===== config.mk =====
export PLATFORM = sky130hd
export DESIGN_NAME = pnl_seq_top
export DESIGN_NICKNAME = d
export VERILOG_FILES = /design/src/rtl/pnl_seq_pkg.sv /design/src/rtl/pnl_tick_gen.sv /design/src/rtl/pnl_delay_regs.sv /design/src/rtl/pnl_cycle_guard.sv /design/src/rtl/pnl_seq_fsm.sv /design/src/rtl/pnl_seq_top.sv
export SDC_FILE = /design/constraint.sdc
export NUM_CORES = 1
export LEC_CHECK = 0
export CORE_MARGIN = 4
export CORE_UTILIZATION = 50
export CTS_CLUSTER_DIAMETER = 200
export DETAILED_ROUTE_END_ITERATION = 8
export DONT_BUFFER_PORTS = 1
export GPL_TIMING_DRIVEN = 0
export SETUP_SLACK_MARGIN = 0.1
export SKIP_CTS_REPAIR_TIMING = 1
export SLEW_MARGIN = 20
export SYNTH_ARGS = -nofsm -noshare
export SYNTH_HDL_FRONTEND = slang
export SYNTH_HIERARCHICAL = 1
export SYNTH_SLANG_ARGS = --single-unit
export TNS_END_PERCENT = 50

===== constraint.sdc =====
create_clock -name clk -period 5 [get_ports clk]
set_input_delay 1 -clock clk [delete_from_list [all_inputs] [get_ports clk]]
set_output_delay 1 -clock clk [all_outputs]
set_load 0.02 [all_outputs]

===== src/rtl/pnl_seq_pkg.sv =====
package pnl_seq_pkg;
  // externally visible phase code
  typedef enum logic [2:0] {
    ST_IDLE    = 3'd0,
    ST_RAMP_UP = 3'd1,
    ST_ACTIVE  = 3'd2,
    ST_RAMP_DN = 3'd3,
    ST_GUARD   = 3'd4
  } pnl_status_e;

  // internal sequencer steps
  typedef enum logic [2:0] {
    SQ_OFF     = 3'd0,
    SQ_UP_VDD  = 3'd1,
    SQ_UP_LINK = 3'd2,
    SQ_ON      = 3'd3,
    SQ_DN_BL   = 3'd4,
    SQ_DN_LINK = 3'd5,
    SQ_CYCLE   = 3'd6
  } pnl_step_e;

  localparam logic [1:0] A_ON_WORD  = 2'd0;
  localparam logic [1:0] A_OFF_WORD = 2'd1;
  localparam logic [1:0] A_DIV_WORD = 2'd2;
  localparam logic [1:0] A_CYC_ONLY = 2'd3;
endpackage


===== src/rtl/pnl_tick_gen.sv =====
module pnl_tick_gen #(
  parameter int DIV_W = 24
) (
  input  logic             clk,
  input  logic             rst,
  input  logic [DIV_W-1:0] ref_div,
  output logic             tick
);
  logic [DIV_W-1:0] cnt;
  logic [DIV_W-1:0] last;

  assign last = (ref_div == '0) ? '0 : ref_div - 1'b1;

  always_ff @(posedge clk) begin
    if (rst) begin
      cnt  <= '0;
      tick <= 1'b0;
    end else if (cnt >= last) begin
      cnt  <= '0;
      tick <= 1'b1;
    end else begin
      cnt  <= cnt + 1'b1;
      tick <= 1'b0;
    end
  end
endmodule


===== src/rtl/pnl_delay_regs.sv =====
module pnl_delay_regs
  import pnl_seq_pkg::*;
#(
  parameter int DLY_W       = 16,
  parameter int CYC_W       = 5,
  parameter int DIV_W       = 24,
  parameter int REF_DIV_RST = 2400
) (
  input  logic             clk,
  input  logic             rst,
  input  logic             wr_en,
  input  logic [1:0]       wr_addr,
  input  logic [31:0]      wr_data,
  output logic [DLY_W-1:0] dly_up,
  output logic [DLY_W-1:0] dly_blon,
  output logic [DLY_W-1:0] dly_dn,
  output logic [DLY_W-1:0] dly_bloff,
  output logic [CYC_W-1:0] cyc_val,
  output logic [DIV_W-1:0] ref_div
);
  localparam logic [31:0] DIV_RST = 32'(REF_DIV_RST) << 8;

  logic [31:0] on_word, off_word, div_word;

  always_ff @(posedge clk) begin
    if (rst) begin
      on_word  <= '0;
      off_word <= '0;
      div_word <= DIV_RST;
    end else if (wr_en) begin
      case (wr_addr)
        A_ON_WORD:  on_word  <= wr_data;
        A_OFF_WORD: off_word <= wr_data;
        A_DIV_WORD: div_word <= wr_data;
        default:    div_word[CYC_W-1:0] <= wr_data[CYC_W-1:0];
      endcase
    end
  end

  assign dly_up    = on_word[16 +: DLY_W];
  assign dly_blon  = on_word[0 +: DLY_W];
  assign dly_dn    = off_word[16 +: DLY_W];
  assign dly_bloff = off_word[0 +: DLY_W];
  assign cyc_val   = div_word[CYC_W-1:0];
  assign ref_div   = div_word[8 +: DIV_W];
endmodule


===== src/rtl/pnl_cycle_guard.sv =====
module pnl_cycle_guard #(
  parameter int CYC_W          = 5,
  parameter int CYC_UNIT_TICKS = 1000
) (
  input  logic             clk,
  input  logic             rst,
  input  logic             tick,
  input  logic             load,
  input  logic [CYC_W-1:0] cyc_val,
  output logic             done
);
  localparam int GW = CYC_W + $clog2(CYC_UNIT_TICKS + 1);

  logic [GW-1:0] remain;
  logic [GW-1:0] total;
  logic [CYC_W-1:0] units;

  // field carries one extra unit
  assign units = (cyc_val == '0) ? '0 : cyc_val - 1'b1;
  assign total = GW'(units) * GW'(CYC_UNIT_TICKS);
  assign done  = (remain == '0);

  always_ff @(posedge clk) begin
    if (rst)
      remain <= '0;
    else if (load)
      remain <= total;
    else if (tick && !done)
      remain <= remain - 1'b1;
  end
endmodule


===== src/rtl/pnl_seq_fsm.sv =====
module pnl_seq_fsm
  import pnl_seq_pkg::*;
#(
  parameter int DLY_W = 16
) (
  input  logic             clk,
  input  logic             rst,
  input  logic             tick,
  input  logic             pwr_req,
  input  logic [DLY_W-1:0] dly_up,
  input  logic [DLY_W-1:0] dly_blon,
  input  logic [DLY_W-1:0] dly_dn,
  input  logic [DLY_W-1:0] dly_bloff,
  input  logic             guard_done,
  output logic             guard_load,
  output logic             vdd_en,
  output logic             link_en,
  output logic             bl_en,
  output logic [2:0]       status
);
  pnl_step_e st, nxt;
  logic [DLY_W-1:0] cnt, cnt_load;
  logic expired;

  assign expired = (cnt == '0);

  always_comb begin
    nxt = st;
    case (st)
      SQ_OFF:     if (pwr_req) nxt = SQ_UP_VDD;
      SQ_UP_VDD:  if (!pwr_req) nxt = SQ_DN_LINK;
                  else if (expired) nxt = SQ_UP_LINK;
      SQ_UP_LINK: if (!pwr_req) nxt = SQ_DN_BL;
                  else if (expired) nxt = SQ_ON;
      SQ_ON:      if (!pwr_req) nxt = SQ_DN_BL;
      SQ_DN_BL:   if (expired) nxt = SQ_DN_LINK;
      SQ_DN_LINK: if (expired) nxt = SQ_CYCLE;
      SQ_CYCLE:   if (guard_done) nxt = SQ_OFF;
      default:    nxt = SQ_OFF;
    endcase
  end

  always_comb begin
    case (nxt)
      SQ_UP_VDD:  cnt_load = dly_up;
      SQ_UP_LINK: cnt_load = dly_blon;
      SQ_DN_BL:   cnt_load = dly_bloff;
      SQ_DN_LINK: cnt_load = dly_dn;
      default:    cnt_load = '0;
    endcase
  end

  assign guard_load = (st == SQ_DN_LINK) && (nxt == SQ_CYCLE);

  always_ff @(posedge clk) begin
    if (rst) begin
      st      <= SQ_OFF;
      cnt     <= '0;
      vdd_en  <= 1'b0;
      link_en <= 1'b0;
      bl_en   <= 1'b0;
      status  <= ST_IDLE;
    end else begin
      st <= nxt;
      if (nxt != st)
        cnt <= cnt_load;
      else if (tick && !expired)
        cnt <= cnt - 1'b1;
      vdd_en  <= (nxt != SQ_OFF) && (nxt != SQ_CYCLE);
      link_en <= (nxt == SQ_UP_LINK) || (nxt == SQ_ON) || (nxt == SQ_DN_BL);
      bl_en   <= (nxt == SQ_ON);
      case (nxt)
        SQ_UP_VDD, SQ_UP_LINK: status <= ST_RAMP_UP;
        SQ_ON:                 status <= ST_ACTIVE;
        SQ_DN_BL, SQ_DN_LINK:  status <= ST_RAMP_DN;
        SQ_CYCLE:              status <= ST_GUARD;
        default:               status <= ST_IDLE;
      endcase
    end
  end
endmodule


===== src/rtl/pnl_seq_top.sv =====
module pnl_seq_top #(
  parameter int DLY_W          = 16,
  parameter int CYC_W          = 5,
  parameter int DIV_W          = 24,
  parameter int REF_DIV_RST    = 2400,
  parameter int CYC_UNIT_TICKS = 1000
) (
  input  logic        clk,
  input  logic        rst,
  input  logic        wr_en,
  input  logic [1:0]  wr_addr,
  input  logic [31:0] wr_data,
  input  logic        pwr_req,
  output logic        vdd_en,
  output logic        link_en,
  output logic        bl_en,
  output logic [2:0]  seq_status
);
  logic [DLY_W-1:0] dly_up, dly_blon, dly_dn, dly_bloff;
  logic [CYC_W-1:0] cyc_val;
  logic [DIV_W-1:0] ref_div;
  logic tick, guard_load, guard_done;

  pnl_delay_regs #(
    .DLY_W(DLY_W), .CYC_W(CYC_W), .DIV_W(DIV_W), .REF_DIV_RST(REF_DIV_RST)
  ) u_regs (
    .clk(clk), .rst(rst), .wr_en(wr_en), .wr_addr(wr_addr), .wr_data(wr_data),
    .dly_up(dly_up), .dly_blon(dly_blon), .dly_dn(dly_dn), .dly_bloff(dly_bloff),
    .cyc_val(cyc_val), .ref_div(ref_div)
  );

  pnl_tick_gen #(.DIV_W(DIV_W)) u_tick (
    .clk(clk), .rst(rst), .ref_div(ref_div), .tick(tick)
  );

  pnl_cycle_guard #(.CYC_W(CYC_W), .CYC_UNIT_TICKS(CYC_UNIT_TICKS)) u_guard (
    .clk(clk), .rst(rst), .tick(tick), .load(guard_load), .cyc_val(cyc_val),
    .done(guard_done)
  );

  pnl_seq_fsm #(.DLY_W(DLY_W)) u_fsm (
    .clk(clk), .rst(rst), .tick(tick), .pwr_req(pwr_req),
    .dly_up(dly_up), .dly_blon(dly_blon), .dly_dn(dly_dn), .dly_bloff(dly_bloff),
    .guard_done(guard_done), .guard_load(guard_load),
    .vdd_en(vdd_en), .link_en(link_en), .bl_en(bl_en), .status(seq_status)
  );
endmodule


==> out/metrics.yaml <==
status:
  status: "finished clean"
global_route:
  grt_start_max_net_pins: 17
  grt-ovfl-total: 0
  use_met2_pct: 36.55
  antenna_found_initial: 0
  grt_pass1_vias: 7588
  grt_pass1_wl_mm: 41.51
  grtUsageTotal_pct: 23.73
  use_met3_pct: 4.814
  gr-max-usage-layer: "met2"
  met1_usage_pct: 34.51
clocking:
  cts-root-buf: "clkbuf_16"
  h-tree-depth: 4
  cts_buffer_depth: 2
  clock_latency_ns: 0.43
  cts.sinks: 158
  cts_buffers: 17
  cts_tree: "yes"
  clk_pin_slew_ns: 0.06
power_and_ir_drop:
  seqPwrFrac_pct: 33.0
  switching_power_uw: 1648
  swShare_pct: 37.70
  ir_drop_mv: 0.2432
  internal-power_uw: 2723
  pwr-share-comb_pct: 36.9
  clockPowerShare_pct: 30.1
  p_per_area_nw_per_um2: 404.3
  leakagePower_uw: 0.004366
detailed_routing:
  wire_per_inst_um: 18.35
  ant_nets: 0
  routed_wl_mm: 25.93
  vias: 8034
  drc: 0
  via_per_inst: 5.686
  first_pass_iters: 5
  drt_iter0_markers: 462
floorplan:
  coreArea_um2: 19460
  rows: 51
  die_y_um: 148.7
  start_util_pct: 50.85
  die_w_um: 148.7
  die_area_um2: 22110
  boundaryPins: 44
sta:
  min_period_over_period_pct: 88.61
  drv_slew: 0
  setup_tns_ns: 0
  skew_ns: 0.009907
  relSlewSlack_pct: 41.28
  rsz0062_at_grt: "no"
  finalSetupViolCount: 0
  min_period_ns: 4.431
  max_slew.worst_pin.slew_ns: 0.8776
  max_freq_mhz: 225.7
  hold_viol_final: 0
layout:
  drive_above_1_share_pct: 9.495
  layout.cells.non_filler: 1413
  n_fill_cell: 1818
  final_nets: 1233
  syn_to_final_growth_pct: 9.229
  insertedDiodeCount: 0
place:
  dp_cells: 1382
  post-dp-hpwl_mm: 19.60
  portBuffers: 0
  gp_congestion: 0.8656
yosys:
  syn_nets: 1214
  yosys_warnings: 6
  synth_xor_area_share_pct: 5.664
  yosysSeqAreaShare_pct: 31.96
  ys_ff_latch: 158
  synth_adder_area_share_pct: 8.066
  synth_top_family_by_area: "simple AND/OR/NAND/NOR gates"
  synthesis.area_um2: 9897
  synth_compound_area_share_pct: 13.41
  netlist-cell-type-count: 91
  async_flop_share_pct: 0
  synthMuxAreaShare_pct: 10.08
  synth_edf_count: 0
  avgSynthCellArea_um2: 8.860
  netlist_instances: 1117
  ys.flop_type: "dfxtp_1"
  synthSimpleGateAreaFrac_pct: 25.97
setup_path:
  cp_max_fo: 10
  crit_path_top_delay_cell: "or4_4"
  worstPathCellList: "or4_4 -> or4_4 -> buf_6 -> or2_4 -> nor4_1 -> a21oi_1 -> ha_1 -> nand4_1 -> nor4_1 -> nand4_1 -> o21ai_1 -> clkbuf_1 -> nor4_1"
  worst_ep_arrival_time_ns: 4.72
  critPathKind: "register to register"
  cp-start-kind: "register"
  cp_slowest_stage_delay_ns: 0.57
  cpMostUsedCell: "nor4_1"
  cp-end-kind: "register"
  worstPathRequired_ns: 5.29
min_path:
  hold_class: "register to register"
job:
  max-cap-violations: 0
final timing paths:
kind | end | from | slack [ns] | cells after the start
max | u_tick/cnt[9]$_SDFF_PP0_ | u_regs/div_word[13]$_SDFFE_PP1P_ | 0.57 | 13
min | u_regs/off_word[19]$_SDFFE_PP0P_ | u_regs/off_word[19]$_SDFFE_PP0P_ | 0.47 | 2
max reg2reg | u_tick/cnt[9]$_SDFF_PP0_ | u_regs/div_word[13]$_SDFFE_PP1P_ | 0.57 | 13
min reg2reg | u_regs/off_word[19]$_SDFFE_PP0P_ | u_regs/off_word[19]$_SDFFE_PP0P_ | 0.47 | 2
worst max-delay path: cells and delay by family (launching register included):
family	cells	cell delay, ns
compound gates	2	0.56
fa+ha+maj	1	0.34
buf+inv	2	0.61
flops	1	0.37
simple gates	8	2.40
power groups by stage:
stage	Sequential, uW	Clock, uW	Combinational [uW]
3_5_place_dp	1470	0	1590
4_1_cts	1440	1340	1600
6_report	1440	1310	1610
2_1_floorplan	1450	0	1240
3_3_place_gp	1470	0	1590
5_1_grt	1450	1390	1770
logic make-up after synthesis:
kind of cell	count (synthesis)
and+or+nand+nor	449
xor gates and xnor gates	64
muxes	99
AOI/OAI and AO/OA	182
buffers and inverters	106
adders and majority gates	59
DFF	158
layout make-up:
| cell class | instances | area (um^2) | area share (%) |
|---|---|---|---|
| plain buffers | 68 | 337.8 | 3.125 |
| clock buffers | 17 | 425.4 | 3.935 |
| clock inverters | 14 | 156.4 | 1.447 |
| inverters | 38 | 142.6 | 1.319 |
| multi-input cells | 853 | 6254 | 57.85 |
| flip-flops and latches | 158 | 3163 | 29.26 |
| well taps | 265 | 331.6 | 3.067 |
layer usage:
| metal | routed length, um | share of wire (%) |
|---|---|---|
| met4 | 235 | 0.91 |
| met3 | 1179 | 4.5 |
| met1 | 13000 | 50 |
| met5 | 0 | 0 |
| met2 | 11520 | 44 |
flip-flops by register name (all words and copies together) (netlist names):
| register | cells |
|---|---|
| u_fsm/bl_en | 1 |
| u_fsm/cnt | 16 |
| u_fsm/link_en | 1 |
| u_fsm/st | 3 |
| u_fsm/status | 3 |
| u_fsm/vdd_en | 1 |
| u_guard/remain | 15 |
| u_regs/div_word | 29 |
| u_regs/off_word | 32 |
| u_regs/on_word | 32 |
| u_tick/cnt | 24 |
| u_tick/tick | 1 |
synthesized netlist by cell type, types with 5 or more instances:
library cell | instances | area share, %
or2_2 | 9 | 0.57
xor2_1 | 34 | 3.0
nor4_1 | 43 | 2.7
buf_2 | 11 | 0.56
a222oi_1 | 5 | 0.51
a211oi_1 | 7 | 0.53
a22o_1 | 5 | 0.44
a21bo_2 | 5 | 0.51
nand3_1 | 19 | 0.96
nor3_1 | 24 | 1.2
a21oi_1 | 44 | 2.2
ha_1 | 51 | 6.4
a211oi_2 | 5 | 0.63
nand2b_1 | 123 | 7.8
a22oi_1 | 6 | 0.46
or3_1 | 7 | 0.44
clkbuf_1 | 43 | 1.6
inv_1 | 38 | 1.4
nand4_1 | 10 | 0.63
buf_6 | 8 | 0.91
dfxtp_1 | 158 | 32
nand3b_1 | 6 | 0.46
a31oi_1 | 13 | 0.82
nor2b_1 | 9 | 0.57
fa_1 | 8 | 1.6
a31o_1 | 5 | 0.44
o21ai_0 | 17 | 0.86
xnor2_1 | 30 | 2.7
o22ai_1 | 11 | 0.70
nor2_1 | 70 | 2.7
a21o_1 | 6 | 0.46
nand2_1 | 73 | 2.8
nor3b_1 | 14 | 1.1
mux2i_1 | 96 | 9.7
placed cells by master (no fill, tap or decap), types with 14 or more instances in the layout:
cell,n
dfxtp_1,158
nand2b_1,123
mux2i_1,96
nand2_1,73
nor2_1,70
ha_1,51
a21oi_1,44
clkbuf_1,43
nor4_1,43
inv_1,38
xor2_1,34
xnor2_1,30
nor3_1,24
nand3_1,19
clkbuf_16,17
o21ai_0,17
nor3b_1,14
per-stage QoR:
step / total power (uW) / worst slack [ns] / area [um^2] / hold WS [ns] / util [%]
2_1_floorplan: 2686 / 1.118 / 9897 / 0.4460 / -
5_1_grt: 4617 / 0.2895 / 10810 / 0.5008 / 55.54
3_3_place_gp: 3065 / 0.6816 / 10230 / 0.4582 / 52.56
6_report: 4371 / 0.5694 / 10810 / 0.4723 / 55.54
3_5_place_dp: 3059 / 0.6085 / 10230 / 0.4630 / 52.56
4_1_cts: 4384 / 0.5930 / 10810 / 0.4789 / 55.54
Power figures use the tool's default switching activity.
